===== src/rtl/rk_stamp_fifo.sv =====
module rk_stamp_fifo #(
    parameter int DEPTH = 16,
    parameter int W     = 5
) (
    input  logic         clk,
    input  logic         rst,
    input  logic         push_i,
    input  logic [W-1:0] push_stamp_i,
    input  logic         pop_i,
    output logic [W-1:0] head_stamp_o,
    output logic         empty_o,
    output logic         full_o
);

    localparam int PTR_W = (DEPTH > 1) ? $clog2(DEPTH) : 1;
    localparam int CW    = PTR_W + 1;

    typedef struct packed {
        logic [DEPTH-1:0][W-1:0] mem;
        logic [PTR_W-1:0]        rd;
        logic [PTR_W-1:0]        wr;
        logic [CW-1:0]           cnt;
    } fifo_t;

    fifo_t f_d, f_q;
    logic  do_push, do_pop;

    function automatic logic [PTR_W-1:0] step(input logic [PTR_W-1:0] p);
        return (p == PTR_W'(DEPTH - 1)) ? '0 : p + PTR_W'(1);
    endfunction

    always_comb begin
        empty_o      = (f_q.cnt == '0);
        full_o       = (f_q.cnt == CW'(DEPTH));
        head_stamp_o = f_q.mem[f_q.rd];
        do_push      = push_i && !full_o;
        do_pop       = pop_i && !empty_o;

        f_d = f_q;
        if (do_push) begin
            f_d.mem[f_q.wr] = push_stamp_i;
            f_d.wr          = step(f_q.wr);
        end
        if (do_pop) begin
            f_d.rd = step(f_q.rd);
        end
        f_d.cnt = f_q.cnt + CW'(do_push) - CW'(do_pop);

        if (rst) begin
            f_d = '0;
        end
    end

    always_ff @(posedge clk) begin
        f_q <= f_d;
    end

endmodule


===== config.mk =====
export PLATFORM = sky130hd
export DESIGN_NAME = rk_stamp_fifo
export DESIGN_NICKNAME = d
export VERILOG_FILES = /design/src/rtl/rk_stamp_fifo.sv
export SDC_FILE = /design/constraint.sdc
export NUM_CORES = 1
export LEC_CHECK = 0
export BUFFER_PORTS_ARGS = -buffer_cell sky130_fd_sc_hd__buf_4
export CAP_MARGIN = 20
export CELL_PAD_IN_SITES_DETAIL_PLACEMENT = 0
export CELL_PAD_IN_SITES_GLOBAL_PLACEMENT = 1
export CORE_UTILIZATION = 51
export CTS_BUF_LIST = sky130_fd_sc_hd__clkbuf_8
export DETAILED_ROUTE_END_ITERATION = 10
export GPL_TIMING_DRIVEN = 0
export PLACE_DENSITY_LB_ADDON = 0.2
export SLEW_MARGIN = 0
export SYNTH_ARGS = -nofsm -noshare
export SYNTH_HDL_FRONTEND = slang
export SYNTH_SLANG_ARGS = --single-unit

===== constraint.sdc =====
create_clock -name clk -period 3.3 [get_ports clk]
set_input_delay 0.165 -clock clk [delete_from_list [all_inputs] [get_ports clk]]
set_output_delay 0.165 -clock clk [all_outputs]
set_load 0.01 [all_outputs]

# ---- Word-level counts from Yosys, hierarchy flattened
# Index checks and enable logic that the tools add are counted.
dict set report totals {
  register_bits 93
  inputBits 9
  out_inout_bits 7
  word_cells 42
}
dict set report classes {
  add_sub_neg 4
  n_lt_le_gt_ge 3
  n_eq_ne 3
  mux 7
  reduce_logical 6
}
# cell count
set ops {}
lappend ops {{bitwise mux 80 bit} 1}
lappend ops {{binary-select mux 5 bit (select 4 bit)} 1}
lappend ops {{demux 5 bit (select 4 bit)} 1}
lappend ops {{less-than comparator 4 x 5 -> 1 bit (second input constant)} 2}
lappend ops {{2-to-1 mux 5 bit} 2}
lappend ops {{adder 4 x 1 -> 4 bit (second input constant)} 2}
lappend ops {{equality test 4 bit (second input constant)} 2}
lappend ops {{2-to-1 mux 4 bit} 2}
lappend ops {{adder 5 x 1 -> 5 bit} 1}
lappend ops {{equality test 5 bit (second input constant)} 1}
lappend ops {{logical NOT 5 bit} 1}
lappend ops {{subtractor 5 x 1 -> 5 bit} 1}
lappend ops {{>= comparator 4 x 1 -> 1 bit (second input constant)} 1}
lappend ops {{logical AND 1 bit} 3}
lappend ops {{logical NOT 1 bit} 2}

# ---- Logic depth before layout (Yosys ltp)
dict set report logic_depth {
  word_depth 5
  mapped_depth 14
  ltp_nobuf 14
}

# ---- Least setup slack after synthesis
# No wires, ideal clock.
dict set report synth_timing {
  kind {reg-to-reg}
  from {register f_q[3] (netlist bit)}
  to {register f_q[4] (netlist bit)}
  setup_time_ns 0.130
  t_arrival_ns 2.466
  required_ns 3.170
  slack_ns 0.704
  stages_incl_launch_ff 15
  n_path_buf 0
  synth_period_minus_slack_ns 2.596
  path_cell_list {dfxtp_1 > inv_1 > ha_1 > or4b_4 > nand2_1 > inv_1 > ha_1 > inv_1 > ha_1 > inv_1 > fa_1 > nor2b_1 > o21bai_1 > a21oi_1 > nor3b_1}
}
dict set report synth_via {
  elab_cells_between_ends 8
  cone_classes {add/sub: 2; eq/ne: 1; reduce/logical: 5}
}
# item line_no
set synth_rtl {}
lappend synth_rtl {{start: declaration} 25} ;# fifo_t f_d, f_q;
lappend synth_rtl {{start signal: assignment} 55} ;# f_q <= f_d;
lappend synth_rtl {{logical NOT 5 bit} 33} ;# empty_o = (f_q.cnt == '0);
lappend synth_rtl {{logical NOT 1 bit} 37} ;# do_pop = pop_i && !empty_o;
lappend synth_rtl {{logical AND 1 bit} 37}
lappend synth_rtl {{net do_pop} 26} ;# logic do_push, do_pop;
lappend synth_rtl {{subtractor 5 x 1 -> 5 bit} 47} ;# f_d.cnt = f_q.cnt + CW'(do_push) - CW'(do_pop);
# The timed path passes the listed nets, and every way through them passes these cells.
# A chain may end at the register's enable or synchronous reset.

# ---- Worst setup path in the final report
dict set report layout_timing {
  from {register f_q[2] (netlist bit)}
  to {register f_q[4] (netlist bit)}
}
# The elaborated chain is that of the path after synthesis.

==> report_table.html <==
<table>
<tr><th>Metric</th><th>Value</th></tr>
<tr><th colspan="2">Timing</th></tr>
<tr><td>Final Hold Vio Count</td><td>0</td></tr>
<tr><td>Setup skew after layout</td><td>0.00836 ns</td></tr>
<tr><td>Number of setup violations in the final report</td><td>0</td></tr>
<tr><td>Peak Freq</td><td>0.339 GHz</td></tr>
<tr><td>Minimum clock period</td><td>around 2.9 ns</td></tr>
<tr><td>Slew headroom</td><td>between 50% and 60%</td></tr>
<tr><td>Unrepaired setup endpoints after global routing</td><td>no</td></tr>
<tr><td>Slew at the pin with the worst max-slew slack</td><td>0.735 ns</td></tr>
<tr><td>Max-slew violation total from the final report</td><td>0</td></tr>
<tr><td>Final critical-path setup slack</td><td>0.352 ns</td></tr>
<tr><td>Final hold slack</td><td>0.0996 ns</td></tr>
<tr><td>Final worst-path cycle share</td><td>89.3%</td></tr>
<tr><td>Total negative setup slack</td><td>0 ns</td></tr>
<tr><th colspan="2">CTS</th></tr>
<tr><td>Clock transition at the registers of the reported paths</td><td>about 0.090 ns</td></tr>
<tr><td>Post-CTS repair timing setup buffer count</td><td>0</td></tr>
<tr><td># resized after CTS</td><td>0</td></tr>
<tr><td>Clock network latency to the later pin of the worst-skew pair</td><td>0.36 ns</td></tr>
<tr><td>Clock tree from TritonCTS</td><td>yes</td></tr>
<tr><td>Clock tree root buffer cell</td><td>clkbuf_8</td></tr>
<tr><td>Maximum clock insertion buffer count</td><td>2</td></tr>
<tr><td>CTS HTree Levels</td><td>3</td></tr>
<tr><td>Num Clock Sinks</td><td>just over 90</td></tr>
<tr><td>Hold buffers post-CTS</td><td>0</td></tr>
<tr><td>Total CTS buffers</td><td>9</td></tr>
<tr><th colspan="2">Yosys</th></tr>
<tr><td>Number of nets produced by synthesis</td><td>between 400 and 500</td></tr>
<tr><td>Top FF cell, synth</td><td>dfxtp_1</td></tr>
<tr><td>Post-Synthesis Mean Instance Area</td><td>between 10 and 15 um2</td></tr>
<tr><td>Register area share after synthesis</td><td>around 41%</td></tr>
<tr><td>Distinct cells, synth</td><td>39</td></tr>
<tr><td>FFs w/ async S/R, synth</td><td>0%</td></tr>
<tr><td>Synth Instances</td><td>432</td></tr>
<tr><td>Count of synthesis-stage warnings from yosys</td><td>0</td></tr>
<tr><td>Number of storage elements in the synthesis netlist</td><td>93</td></tr>
<tr><td>Number of enable flip-flop cells after synthesis</td><td>0</td></tr>
<tr><td>Synthesized cell area</td><td>4500 um2</td></tr>
<tr><th colspan="2">Setup path</th></tr>
<tr><td>Required arrival time at the worst endpoint</td><td>approximately 3.5 ns</td></tr>
<tr><td>Endpoint arrival time on the critical path</td><td>around 3.2 ns</td></tr>
<tr><td>Nature of the critical path endpoint</td><td>register</td></tr>
<tr><td>Delay of the slowest critical-path stage</td><td>0.50 ns</td></tr>
<tr><td>Worst setup path class</td><td>reg -&gt; reg</td></tr>
<tr><td>Cell chain of the critical path</td><td>inv_1 &gt; ha_1 &gt; or4b_4 &gt; nand2_1 &gt; inv_1 &gt; ha_1 &gt; inv_1 &gt; ha_1 &gt; inv_1 &gt; fa_1 &gt; nor2b_1 &gt; o21bai_1 &gt; a21oi_1 &gt; nor3b_1</td></tr>
<tr><td>Most frequent cell on the critical path</td><td>inv_1</td></tr>
<tr><td>Critical path launch point type</td><td>register</td></tr>
<tr><td>Worst-case reg-to-reg path depth</td><td>14</td></tr>
<tr><td>Setup slack, reg-to-reg</td><td>0.35 ns</td></tr>
<tr><td>Launching instance or port of the critical path</td><td>f_q[2]</td></tr>
<tr><td>Critical path buffers and inverters</td><td>4</td></tr>
<tr><td>Reg2reg end</td><td>f_q[4]</td></tr>
<tr><td>Slowest cell on crit path</td><td>or4b_4</td></tr>
<tr><td>Highest fanout seen on the critical path</td><td>6</td></tr>
<tr><td>Source of the worst register-to-register timing path</td><td>f_q[2]</td></tr>
<tr><td>Top Family by Delay on Critical Path</td><td>adder cells</td></tr>
<tr><td>Stages on the worst setup path</td><td>14</td></tr>
<tr><td>CP endpoint</td><td>f_q[4]</td></tr>
<tr><th colspan="2">Route</th></tr>
<tr><td>Antenna Nets Post-Route</td><td>0</td></tr>
<tr><td>Average detailed-routed wire length per instance</td><td>19.0 um</td></tr>
<tr><td>Via Count</td><td>3207</td></tr>
<tr><td>First-iteration detailed-routing DRC count</td><td>~180</td></tr>
<tr><td>Total wire length</td><td>10800 um</td></tr>
<tr><td>Number of detailed-route iterations in the first pass</td><td>4</td></tr>
<tr><td>Remaining DRCs</td><td>0</td></tr>
<tr><td>Mean number of vias per cell</td><td>5.66</td></tr>
<tr><th colspan="2">Floorplanning</th></tr>
<tr><td>Core Box Area</td><td>8380 um2</td></tr>
<tr><td>Die width</td><td>96.0 um</td></tr>
<tr><td>DIE AREA</td><td>9210 um2</td></tr>
<tr><td>Starting Density</td><td>53.7%</td></tr>
<tr><td>Site row count</td><td>33</td></tr>
<tr><td>Ports placed on the boundary</td><td>16</td></tr>
<tr><td>Die extent in y</td><td>roughly 96 um</td></tr>
<tr><th colspan="2">Flow run</th></tr>
<tr><td>Max capacitance violation total</td><td>0</td></tr>
<tr><th colspan="2">Outcome</th></tr>
<tr><td>Outcome</td><td>finished clean</td></tr>
<tr><th colspan="2">Global route</th></tr>
<tr><td>Number of antenna violations at the first check in global routing</td><td>0</td></tr>
<tr><td>Gr ovfl total</td><td>0</td></tr>
<tr><td>Total global routing track utilization</td><td>25.4%</td></tr>
<tr><td>First-pass GRT wire length</td><td>16800 um</td></tr>
<tr><td>Number of global-route vias before repair</td><td>between 3000 and 4000</td></tr>
<tr><td>Maximum number of pins on one net before global-route repair</td><td>18</td></tr>
<tr><th colspan="2">Placed design</th></tr>
<tr><td>Worst setup timing slack at the placement stage</td><td>0.403 ns</td></tr>
<tr><td>Placed Instances</td><td>approximately 550</td></tr>
<tr><td>Routability congestion estimate</td><td>~0.77</td></tr>
<tr><td>Port buffer count</td><td>14</td></tr>
<tr><td>HPWL reported at the end of detailed placement</td><td>7590 um</td></tr>
<tr><th colspan="2">Final layout</th></tr>
<tr><td>Largest registers in the final layout</td><td>f_q x93</td></tr>
<tr><td>Max FFs per register</td><td>93</td></tr>
<tr><td>Fin nets</td><td>478</td></tr>
<tr><td>Fraction of final layout cells sized beyond drive strength 1</td><td>13.9%</td></tr>
<tr><td>Register with the most flip-flops</td><td>f_q</td></tr>
<tr><td>Antenna Cells</td><td>0</td></tr>
<tr><td>Commonest cells after routing, fill and taps aside</td><td>dfxtp_1, mux2i_1, nor2_1</td></tr>
<tr><td>Synthesis-to-layout area growth</td><td>9.47%</td></tr>
<tr><td>Number of standard cells in the layout, taps in and fillers out</td><td>567</td></tr>
<tr><td>Most common library cell in the layout ignoring fill and taps</td><td>dfxtp_1</td></tr>
<tr><th colspan="2">Min path</th></tr>
<tr><td>Launch point of the worst hold path</td><td>pop_i</td></tr>
<tr><td>Hold depth</td><td>3</td></tr>
<tr><td>Class of the tightest hold or removal check</td><td>in -&gt; reg</td></tr>
<tr><th colspan="2">Power and ir drop</th></tr>
<tr><td>Peak VDD IR</td><td>330 uV</td></tr>
<tr><td>Power density over the cells</td><td>~560 nW/um2</td></tr>
<tr><td>Static Leak</td><td>0.00201 uW</td></tr>
</table>
## through the flow
stage	total power (uW)	util, %	area, um2
floorplan	1850	-	4500
global placement	2050	56.6	4740
detailed placement	2070	56.6	4740
CTS	2800	58.8	4930
global route	2930	58.8	4930
finish	2780	58.8	4930
## final cells by class
class	count	area (um2)
Sequential cell	93	1860
Timing Repair Buffer	14	105
Buffer	26	130
Fill cell	744	3450
Inverter	12	45.0
Clock buffer	10	138
Multi-Input combinational cell	301	2470
Clock inverter	6	52.6
Tap cell	105	131
## how the worst min path moves through the flow
stage / slack [ns] / endpoint
floorplan: 0.31 / f_q[38]
global placement: 0.46 / f_q[38]
detailed placement: 0.48 / f_q[92]
CTS: 0.09 / f_q[82]
global route: 0.09 / f_q[92]
finish: 0.1 / f_q[10]
## power breakdown
part	switching, uW	leakage, uW	internal, uW	total [uW]
combinational	462	0.00117	341	802
clock	429	0.0000914	307	735
sequential	53.2	0.000752	1190	1240
total	944	0.00201	1840	2780
## worst min-delay path, delay by kind of cell
| family | cells | cell delay, ns |
|---|---|---|
| AO/OA/AOI/OAI | 1 | 0.05 |
| buffers and inverters | 1 | 0.12 |
| AND/OR/NAND/NOR | 1 | 0.07 |
## layer usage
metal  up-vias  global-route usage, %  routed length, um
met4         0                   7.46                112
met3         9                   3.63                388
met1      1577                   34.6               5160
li1       1561                      -                  -
met2        60                   41.9               5120
met5         -                      0                  0
## cells in the mapped netlist (4+ instances only)
| cell type | count | area share (%) |
|---|---|---|
| mux2i_1 | 90 | 20 |
| nand2b_1 | 5 | 0.69 |
| nand3_1 | 5 | 0.56 |
| a22oi_1 | 5 | 0.83 |
| mux4_2 | 6 | 3.0 |
| nand2_1 | 25 | 2.1 |
| nand4_2 | 6 | 1.7 |
| dfxtp_1 | 93 | 41 |
| mux4_1 | 9 | 5.3 |
| nor2b_1 | 5 | 0.69 |
| nand4_1 | 5 | 0.69 |
| ha_1 | 11 | 3.1 |
| nor2_1 | 87 | 7.2 |
| inv_1 | 11 | 0.92 |
| nor3_1 | 4 | 0.44 |
| nor3b_4 | 6 | 2.5 |
| buf_2 | 6 | 0.67 |
| a21oi_1 | 7 | 0.78 |
| clkbuf_1 | 17 | 1.4 |
## kinds of logic after synthesis
family | Yosys count | synth area share [%]
adders and majority gates | 12 | 3.50
xor gates and xnor gates | 5 | 0.972
buffers and inverters | 38 | 3.89
and+or+nand+nor | 161 | 19.5
AOI/OAI and AO/OA | 18 | 2.53
DFF | 93 | 41.3
muxes | 105 | 28.2
Note: power is estimated with default switching activity, not from simulation.
